[src/rtl/dma_chan_pkg.sv]
package dma_chan_pkg;

  typedef enum logic [1:0] {
    SVC_DEMAND  = 2'd0,
    SVC_SINGLE  = 2'd1,
    SVC_BLOCK   = 2'd2,
    SVC_CASCADE = 2'd3
  } svc_e;

  typedef enum logic [2:0] {
    PH_IDLE,
    PH_REQ,
    PH_UP,
    PH_RD,
    PH_RW,
    PH_END,
    PH_CASC
  } phase_e;

  // bit5 compress, bit4 to_mem, bit3 autoinit, bit2 down, bits1:0 service
  typedef struct packed {
    logic compress;
    logic to_mem;
    logic autoinit;
    logic down;
    svc_e svc;
  } mode_t;

  localparam int MODE_W = 6;

endpackage

[src/rtl/dma_chan_regs.sv]
module dma_chan_regs
  import dma_chan_pkg::*;
#(
  parameter int ADDR_W = 16,
  parameter int CNT_W  = 16,
  parameter int DATA_W = 16
) (
  input  logic              clk,
  input  logic              rst_n,
  input  logic              we,
  input  logic [1:0]        sel,
  input  logic [DATA_W-1:0] wdata,
  input  logic              step,
  output logic [ADDR_W-1:0] cur_addr,
  output logic [ADDR_W-1:0] next_addr,
  output logic [CNT_W-1:0]  cur_cnt,
  output mode_t             mode,
  output logic              mask
);

  localparam logic [ADDR_W-1:0] ONE_A = ADDR_W'(1);
  localparam logic [CNT_W-1:0]  ONE_C = CNT_W'(1);

  logic [ADDR_W-1:0] base_addr;
  logic [CNT_W-1:0]  base_cnt;
  logic              last_xfer;

  assign next_addr = mode.down ? (cur_addr - ONE_A) : (cur_addr + ONE_A);
  assign last_xfer = (cur_cnt == '0);

  always_ff @(posedge clk) begin
    if (!rst_n) begin
      base_addr <= '0;
      base_cnt  <= '0;
      cur_addr  <= '0;
      cur_cnt   <= '0;
      mode      <= '0;
      mask      <= 1'b1;
    end else if (we) begin
      case (sel)
        2'd0: begin
          base_addr <= wdata[ADDR_W-1:0];
          cur_addr  <= wdata[ADDR_W-1:0];
        end
        2'd1: begin
          base_cnt <= wdata[CNT_W-1:0];
          cur_cnt  <= wdata[CNT_W-1:0];
        end
        2'd2:    mode <= mode_t'(wdata[MODE_W-1:0]);
        default: mask <= wdata[0];
      endcase
    end else if (step) begin
      if (last_xfer && mode.autoinit) begin
        cur_addr <= base_addr;
        cur_cnt  <= base_cnt;
      end else begin
        cur_addr <= next_addr;
        cur_cnt  <= cur_cnt - ONE_C;
        if (last_xfer) mask <= 1'b1;
      end
    end
  end

  // one step per transfer, in the programmed direction
  a_r9_addr_step: assert property (@(posedge clk) disable iff (!rst_n)
    (step && !we && !last_xfer) |=>
      (cur_addr == ($past(mode.down) ? $past(cur_addr) - ONE_A : $past(cur_addr) + ONE_A)));

  // terminal count without auto-initialize masks the channel
  a_r10_tc_masks: assert property (@(posedge clk) disable iff (!rst_n)
    (step && !we && last_xfer && !mode.autoinit) |=> mask);

  // terminal count with auto-initialize restores the base values
  a_r10_autoinit_reload: assert property (@(posedge clk) disable iff (!rst_n)
    (step && !we && last_xfer && mode.autoinit) |=>
      (cur_addr == $past(base_addr) && cur_cnt == $past(base_cnt) && !mask));

endmodule

[src/rtl/dma_chan_seq.sv]
module dma_chan_seq
  import dma_chan_pkg::*;
#(
  parameter int UP_W = 8
) (
  input  logic            clk,
  input  logic            rst_n,
  input  logic            dev_req,
  input  logic            bus_grant,
  input  mode_t           mode,
  input  logic            mask,
  input  logic            cnt_zero,
  input  logic [UP_W-1:0] cur_up,
  input  logic [UP_W-1:0] next_up,
  output logic            bus_req,
  output logic            dev_ack,
  output logic            addr_oe,
  output logic            upper_stb,
  output logic            mem_rd,
  output logic            mem_wr,
  output logic            io_rd,
  output logic            io_wr,
  output logic            tc,
  output logic            step
);

  phase_e state, state_n, cont_ph, after_ph;
  logic   go_on, rd_ph, wr_ph, in_xfer;

  assign in_xfer = (state == PH_UP) || (state == PH_RD) ||
                   (state == PH_RW) || (state == PH_END);
  assign step    = mode.compress ? (state == PH_RW) : (state == PH_END);

  assign go_on = !cnt_zero && (mode.svc != SVC_SINGLE) &&
                 !((mode.svc == SVC_DEMAND) && !dev_req);
  assign cont_ph  = (!mode.compress || (next_up != cur_up)) ? PH_UP : PH_RD;
  assign after_ph = go_on ? cont_ph : PH_IDLE;

  always_comb begin
    state_n = state;
    case (state)
      PH_IDLE: if (!mask && dev_req) state_n = PH_REQ;
      PH_REQ:  if (bus_grant) state_n = (mode.svc == SVC_CASCADE) ? PH_CASC : PH_UP;
      PH_UP:   state_n = PH_RD;
      PH_RD:   state_n = PH_RW;
      PH_RW:   state_n = mode.compress ? after_ph : PH_END;
      PH_END:  state_n = after_ph;
      PH_CASC: if (!dev_req) state_n = PH_IDLE;
      default: state_n = PH_IDLE;
    endcase
  end

  always_ff @(posedge clk) begin
    if (!rst_n) state <= PH_IDLE;
    else        state <= state_n;
  end

  assign rd_ph     = (state == PH_RD) || (state == PH_RW);
  assign wr_ph     = (state == PH_RW);
  assign bus_req   = (state != PH_IDLE);
  assign dev_ack   = in_xfer || (state == PH_CASC);
  assign addr_oe   = in_xfer;
  assign upper_stb = (state == PH_UP);
  assign io_rd     = mode.to_mem  && rd_ph;
  assign mem_wr    = mode.to_mem  && wr_ph;
  assign mem_rd    = !mode.to_mem && rd_ph;
  assign io_wr     = !mode.to_mem && wr_ph;
  assign tc        = in_xfer && cnt_zero;

  // acknowledge only under a grant
  a_r1_ack_granted: assert property (@(posedge clk) disable iff (!rst_n)
    dev_ack |-> bus_grant);

  // a bus request starts only from an unmasked device request
  a_r1_req_cause: assert property (@(posedge clk) disable iff (!rst_n)
    $rose(bus_req) |-> ($past(dev_req) && !$past(mask)));

  // write strobes ride inside their paired read strobe
  a_r8_memwr_pair: assert property (@(posedge clk) disable iff (!rst_n)
    mem_wr |-> (io_rd && !mem_rd));
  a_r8_iowr_pair: assert property (@(posedge clk) disable iff (!rst_n)
    io_wr |-> (mem_rd && !io_rd));

  // acknowledge without address drive means no strobes at all
  a_r7_cascade_quiet: assert property (@(posedge clk) disable iff (!rst_n)
    (dev_ack && !addr_oe) |-> !(mem_rd || mem_wr || io_rd || io_wr || upper_stb));

  // single service gives the bus back after each transfer
  a_r4_single_release: assert property (@(posedge clk) disable iff (!rst_n)
    (step && mode.svc == SVC_SINGLE) |=> !dev_ack);

endmodule

[src/rtl/dma_chan.sv]
module dma_chan
  import dma_chan_pkg::*;
#(
  parameter int ADDR_W = 16,
  parameter int CNT_W  = 16,
  parameter int DATA_W = 16
) (
  input  logic              clk,
  input  logic              rst_n,
  input  logic              cfg_we,
  input  logic [1:0]        cfg_sel,
  input  logic [DATA_W-1:0] cfg_wdata,
  input  logic              dev_req,
  output logic              dev_ack,
  output logic              bus_req,
  input  logic              bus_grant,
  output logic [ADDR_W-1:0] addr,
  output logic              addr_oe,
  output logic              upper_stb,
  output logic              mem_rd,
  output logic              mem_wr,
  output logic              io_rd,
  output logic              io_wr,
  output logic              tc
);

  localparam int UP_W = ADDR_W - 8;

  logic [ADDR_W-1:0] cur_addr, next_addr;
  logic [CNT_W-1:0]  cur_cnt;
  mode_t             mode;
  logic              mask, step, cnt_zero;

  assign cnt_zero = (cur_cnt == '0);
  assign addr     = cur_addr;

  dma_chan_regs #(.ADDR_W(ADDR_W), .CNT_W(CNT_W), .DATA_W(DATA_W)) u_regs (
    .clk(clk), .rst_n(rst_n), .we(cfg_we), .sel(cfg_sel), .wdata(cfg_wdata),
    .step(step), .cur_addr(cur_addr), .next_addr(next_addr), .cur_cnt(cur_cnt),
    .mode(mode), .mask(mask)
  );

  dma_chan_seq #(.UP_W(UP_W)) u_seq (
    .clk(clk), .rst_n(rst_n), .dev_req(dev_req), .bus_grant(bus_grant),
    .mode(mode), .mask(mask), .cnt_zero(cnt_zero),
    .cur_up(cur_addr[ADDR_W-1:8]), .next_up(next_addr[ADDR_W-1:8]),
    .bus_req(bus_req), .dev_ack(dev_ack), .addr_oe(addr_oe), .upper_stb(upper_stb),
    .mem_rd(mem_rd), .mem_wr(mem_wr), .io_rd(io_rd), .io_wr(io_wr),
    .tc(tc), .step(step)
  );

  // the address holds for every clock of one transfer
  a_r2_addr_held: assert property (@(posedge clk) disable iff (!rst_n)
    (addr_oe && $past(addr_oe) && !$past(step)) |-> $stable(addr));

endmodule

[config.mk]
export PLATFORM = sky130hd
export DESIGN_NAME = dma_chan
export DESIGN_NICKNAME = d
export VERILOG_FILES = /design/src/rtl/dma_chan_pkg.sv /design/src/rtl/dma_chan_regs.sv /design/src/rtl/dma_chan_seq.sv /design/src/rtl/dma_chan.sv
export SDC_FILE = /design/constraint.sdc
export NUM_CORES = 1
export LEC_CHECK = 0
export ABC_CLOCK_PERIOD_IN_PS = 4000
export CORE_MARGIN = 5
export CORE_UTILIZATION = 50
export CTS_BUF_LIST = sky130_fd_sc_hd__clkbuf_8
export DETAILED_ROUTE_END_ITERATION = 12
export DONT_BUFFER_PORTS = 1
export GPL_TIMING_DRIVEN = 0
export PLACE_DENSITY = 0.66
export SETUP_SLACK_MARGIN = 0.5
export SLEW_MARGIN = 25
export SYNTH_ARGS = -nofsm -noshare
export SYNTH_HDL_FRONTEND = slang
export SYNTH_SLANG_ARGS = --single-unit
export TNS_END_PERCENT = 30
[constraint.sdc]
create_clock -name clk -period 4 [get_ports clk]
set_clock_uncertainty 0.05 [all_clocks]
set_input_delay 0 -clock clk [delete_from_list [all_inputs] [get_ports clk]]
set_output_delay 0 -clock clk [all_outputs]
set_load 0.05 [all_outputs]
==> flow_summary.json <==
{
  "status": "completed",
  "max_freq_mhz": 306.6,
  "fill_cells": 890,
  "final_util": 0.5754,
  "p_total_mw": 1.791,
  "regArea_um2": 1481,
  "r2r_setup_slack_ps": 740,
  "fin_tns_setup_ps": 0,
  "setup_ws_ps": 738.2,
  "grt_max_degree": 19,
  "wl_per_cell_um": 19.80,
  "dp_slack_ps": 771.4,
  "nNetsFinal": 700,
  "clock_latency_ps": 370,
  "numCtsBuffers": 9,
  "yosysWarnings": 0,
  "cp_slowest_cell": "dfxtp_1",
  "drt-total-wl_um": 15360,
  "p_per_area_nw_per_um2": 338.4,
  "grt_pass1_wl_um": 24470,
  "rsz0062_at_grt": "no",
  "relSlewSlack": 0.3816,
  "drtIter0Drc": 498,
  "maxSlewViolCount": 0,
  "cts-root-buf": "clkbuf_8",
  "synth_top_area_share": 0.3167,
  "final_layout_size_suffix_gt1_frac": 0.05714,
  "synth_edf_count": 0,
  "rows": 35,
  "path_cells": "ha_1 -> a211o_1 -> a211o_1 -> a211o_1 -> and3_1 -> or2_2 -> o221ai_1 -> o21ba_2",
  "gp_congestion": 0.9020,
  "ys_seq_area_frac": 0.3167,
  "cts_resized": 0,
  "core_area_um2": 9196,
  "htreeDepth": 3,
  "slowest_delay_ps": 830,
  "cpMostUsedCell": "a211o_1",
  "cts.sinks": 74,
  "synth_flop_cell": "dfxtp_1",
  "clkTransAtPathRegs_ps": 90,
  "grt.overflow.total": 0,
  "crit_required_ps": 4210,
  "fin_crit_ps": 3262,
  "mostFrequentLayoutCell": "nand2_1",
  "die_h_um": 106.7,
  "hold_path_class": "primary input to flop",
  "setup_viol": 0,
  "synth.distinct_cells": 62,
  "crit_type": "flop to flop",
  "synth_fp_nets": 663,
  "synthArstFlopShare": 0,
  "tightest_slew_ps": 925.7,
  "synth_area_leaders": "dfxtp_1 32%, nand2_1 9.7%, a21oi_1 7.9%",
  "crit_fanout": 18,
  "layout_common_cells": "121 x nand2_1, 74 x a21oi_1, 74 x dfxtp_1, 49 x nor2_1, 34 x clkbuf_1",
  "yosysTopAreaCell": "dfxtp_1",
  "dp_hpwl_um": 11110,
  "vias": 4883,
  "crit_family": "compound AO/OA/AOI/OAI gates",
  "syn_inst": 623,
  "clock_path_buffers": 2,
  "synth_area_um2": 4677,
  "synth.ff_latch_count": 74,
  "drt_drc_violations_left": 0,
  "grt_pass1_vias": 4676,
  "final_antenna_net_count": 0,
  "initial_core_util": 0.5086,
  "diodes": 0,
  "finalCritPeriodShare": 0.8155,
  "start_kind": "flop",
  "vdd_drop_max_mv": 0.2015,
  "num_io_pins": 48,
  "numPortBuffers": 0,
  "crit_buf_inv": 0,
  "cts_tree": "yes",
  "antenna_found_initial": 0,
  "worstPathArrival_ps": 3480,
  "firstDrtPassIters": 5,
  "die_w_um": 106.7,
  "end_kind": "flop",
  "p_leak_nw": 2.092,
  "area_delta_synth_final_pct": 13.14,
  "grt_usage": 0.2719,
  "syn-mean-instance-area_um2": 7.507,
  "hold_viol": 0,
  "multiInputGateArea_um2": 2984,
  "cap_viol_max_count": 0,
  "dieArea_um2": 11390,
  "avgViaCountPerCell": 6.293
}
[synthesized netlist by cell type (5+ instances only)]
| cell type | instances |
|---|---|
| nand2_1 | 121 |
| a21oi_1 | 74 |
| dfxtp_1 | 74 |
| nor2_1 | 49 |
| clkbuf_1 | 34 |
| o21ai_0 | 25 |
| o211ai_1 | 23 |
| ha_1 | 16 |
| xnor2_1 | 16 |
| nand3_1 | 13 |
| nor3_1 | 13 |
| inv_1 | 12 |
| xor2_1 | 11 |
| a31oi_1 | 10 |
| a311oi_1 | 9 |
| or3_1 | 9 |
| a211o_1 | 8 |
| mux2i_1 | 8 |
| a211oi_1 | 7 |
| and3_1 | 7 |
| a21o_1 | 6 |
| nand4_1 | 6 |
| a31o_2 | 5 |
| buf_2 | 5 |
| o21a_1 | 5 |
| or2_2 | 5 |
[area by class of cell]
type,count,area share
Tap cell,111,0.02625
Sequential cell,74,0.2800
Timing Repair Buffer,26,0.04918
Clock buffer,10,0.02601
Buffer,41,0.03169
Multi-Input combinational cell,495,0.5640
Clock inverter,6,0.01371
Inverter,13,0.009222
[flip-flops by register name (all words and copies together) (netlist names)]
signal / cells
u_regs.base_addr: 16
u_regs.base_cnt: 16
u_regs.cur_addr: 16
u_regs.cur_cnt: 16
u_regs.mask: 1
u_regs.mode: 6
u_seq.state: 3
[kinds of logic after synthesis]
kind of cell | share of synthesized area
flops | 0.3167
xor+xnor | 0.06073
simple gates | 0.2408
fa+ha+maj | 0.04708
mux | 0.01712
buf+inv | 0.04628
compound gates | 0.2713
[through the flow]
step	hold slack [ps]	cell area, um2	std cells
after floorplan	85.96	4677	623
after global placement	88.50	4816	734
after detailed placement	93.83	4821	734
after CTS	8.878	5291	776
after global routing	18.43	5291	776
final	14.61	5291	776
[what timing repair did]
| action | 4_1_cts | 5_1_grt |
|---|---|---|
| buffers inserted | 0 | 0 |
| hold buffers | 26 | 0 |
| endpoints found under the hold margin | 73 | 0 |
[worst paths after layout]
kind / startpoint / end / cells after the start
max: u_regs.mode[2]$_SDFFE_PN0P_ / u_regs.cur_addr[15]$_SDFFE_PN0P_ / 8
min: cfg_wdata[9] / u_regs.cur_addr[9]$_SDFFE_PN0P_ / 3
max reg2reg: u_regs.mode[2]$_SDFFE_PN0P_ / u_regs.cur_addr[15]$_SDFFE_PN0P_ / 8
min reg2reg: u_regs.base_addr[11]$_SDFFE_PN0P_ / u_regs.base_addr[11]$_SDFFE_PN0P_ / 2
[report_power, final]
group / total (mW) / internal (mW) / switching [mW]
clock network: 0.629 / 0.312 / 0.317
registers: 0.819 / 0.765 / 0.0538
logic: 0.343 / 0.137 / 0.206
[layer usage]
| metal | wire [um] | global-route usage | vias to the layer above | share of wire |
|---|---|---|---|---|
| met4 | 427 | 0.08950 | 0 | 0.028 |
| met3 | 1285 | 0.05719 | 31 | 0.084 |
| li1 | - | - | 2327 | - |
| met5 | 0 | 0 | - | 0 |
| met2 | 6971 | 0.4375 | 220 | 0.45 |
| met1 | 6677 | 0.3633 | 2305 | 0.43 |
[worst register-to-register path, stage by stage (launching register included)]
cell	delay, ps
dfxtp_1	830
ha_1	390
a211o_1	340
a211o_1	400
a211o_1	300
and3_1	180
or2_2	310
o221ai_1	180
o21ba_2	180
Power figures use the tool's default switching activity.
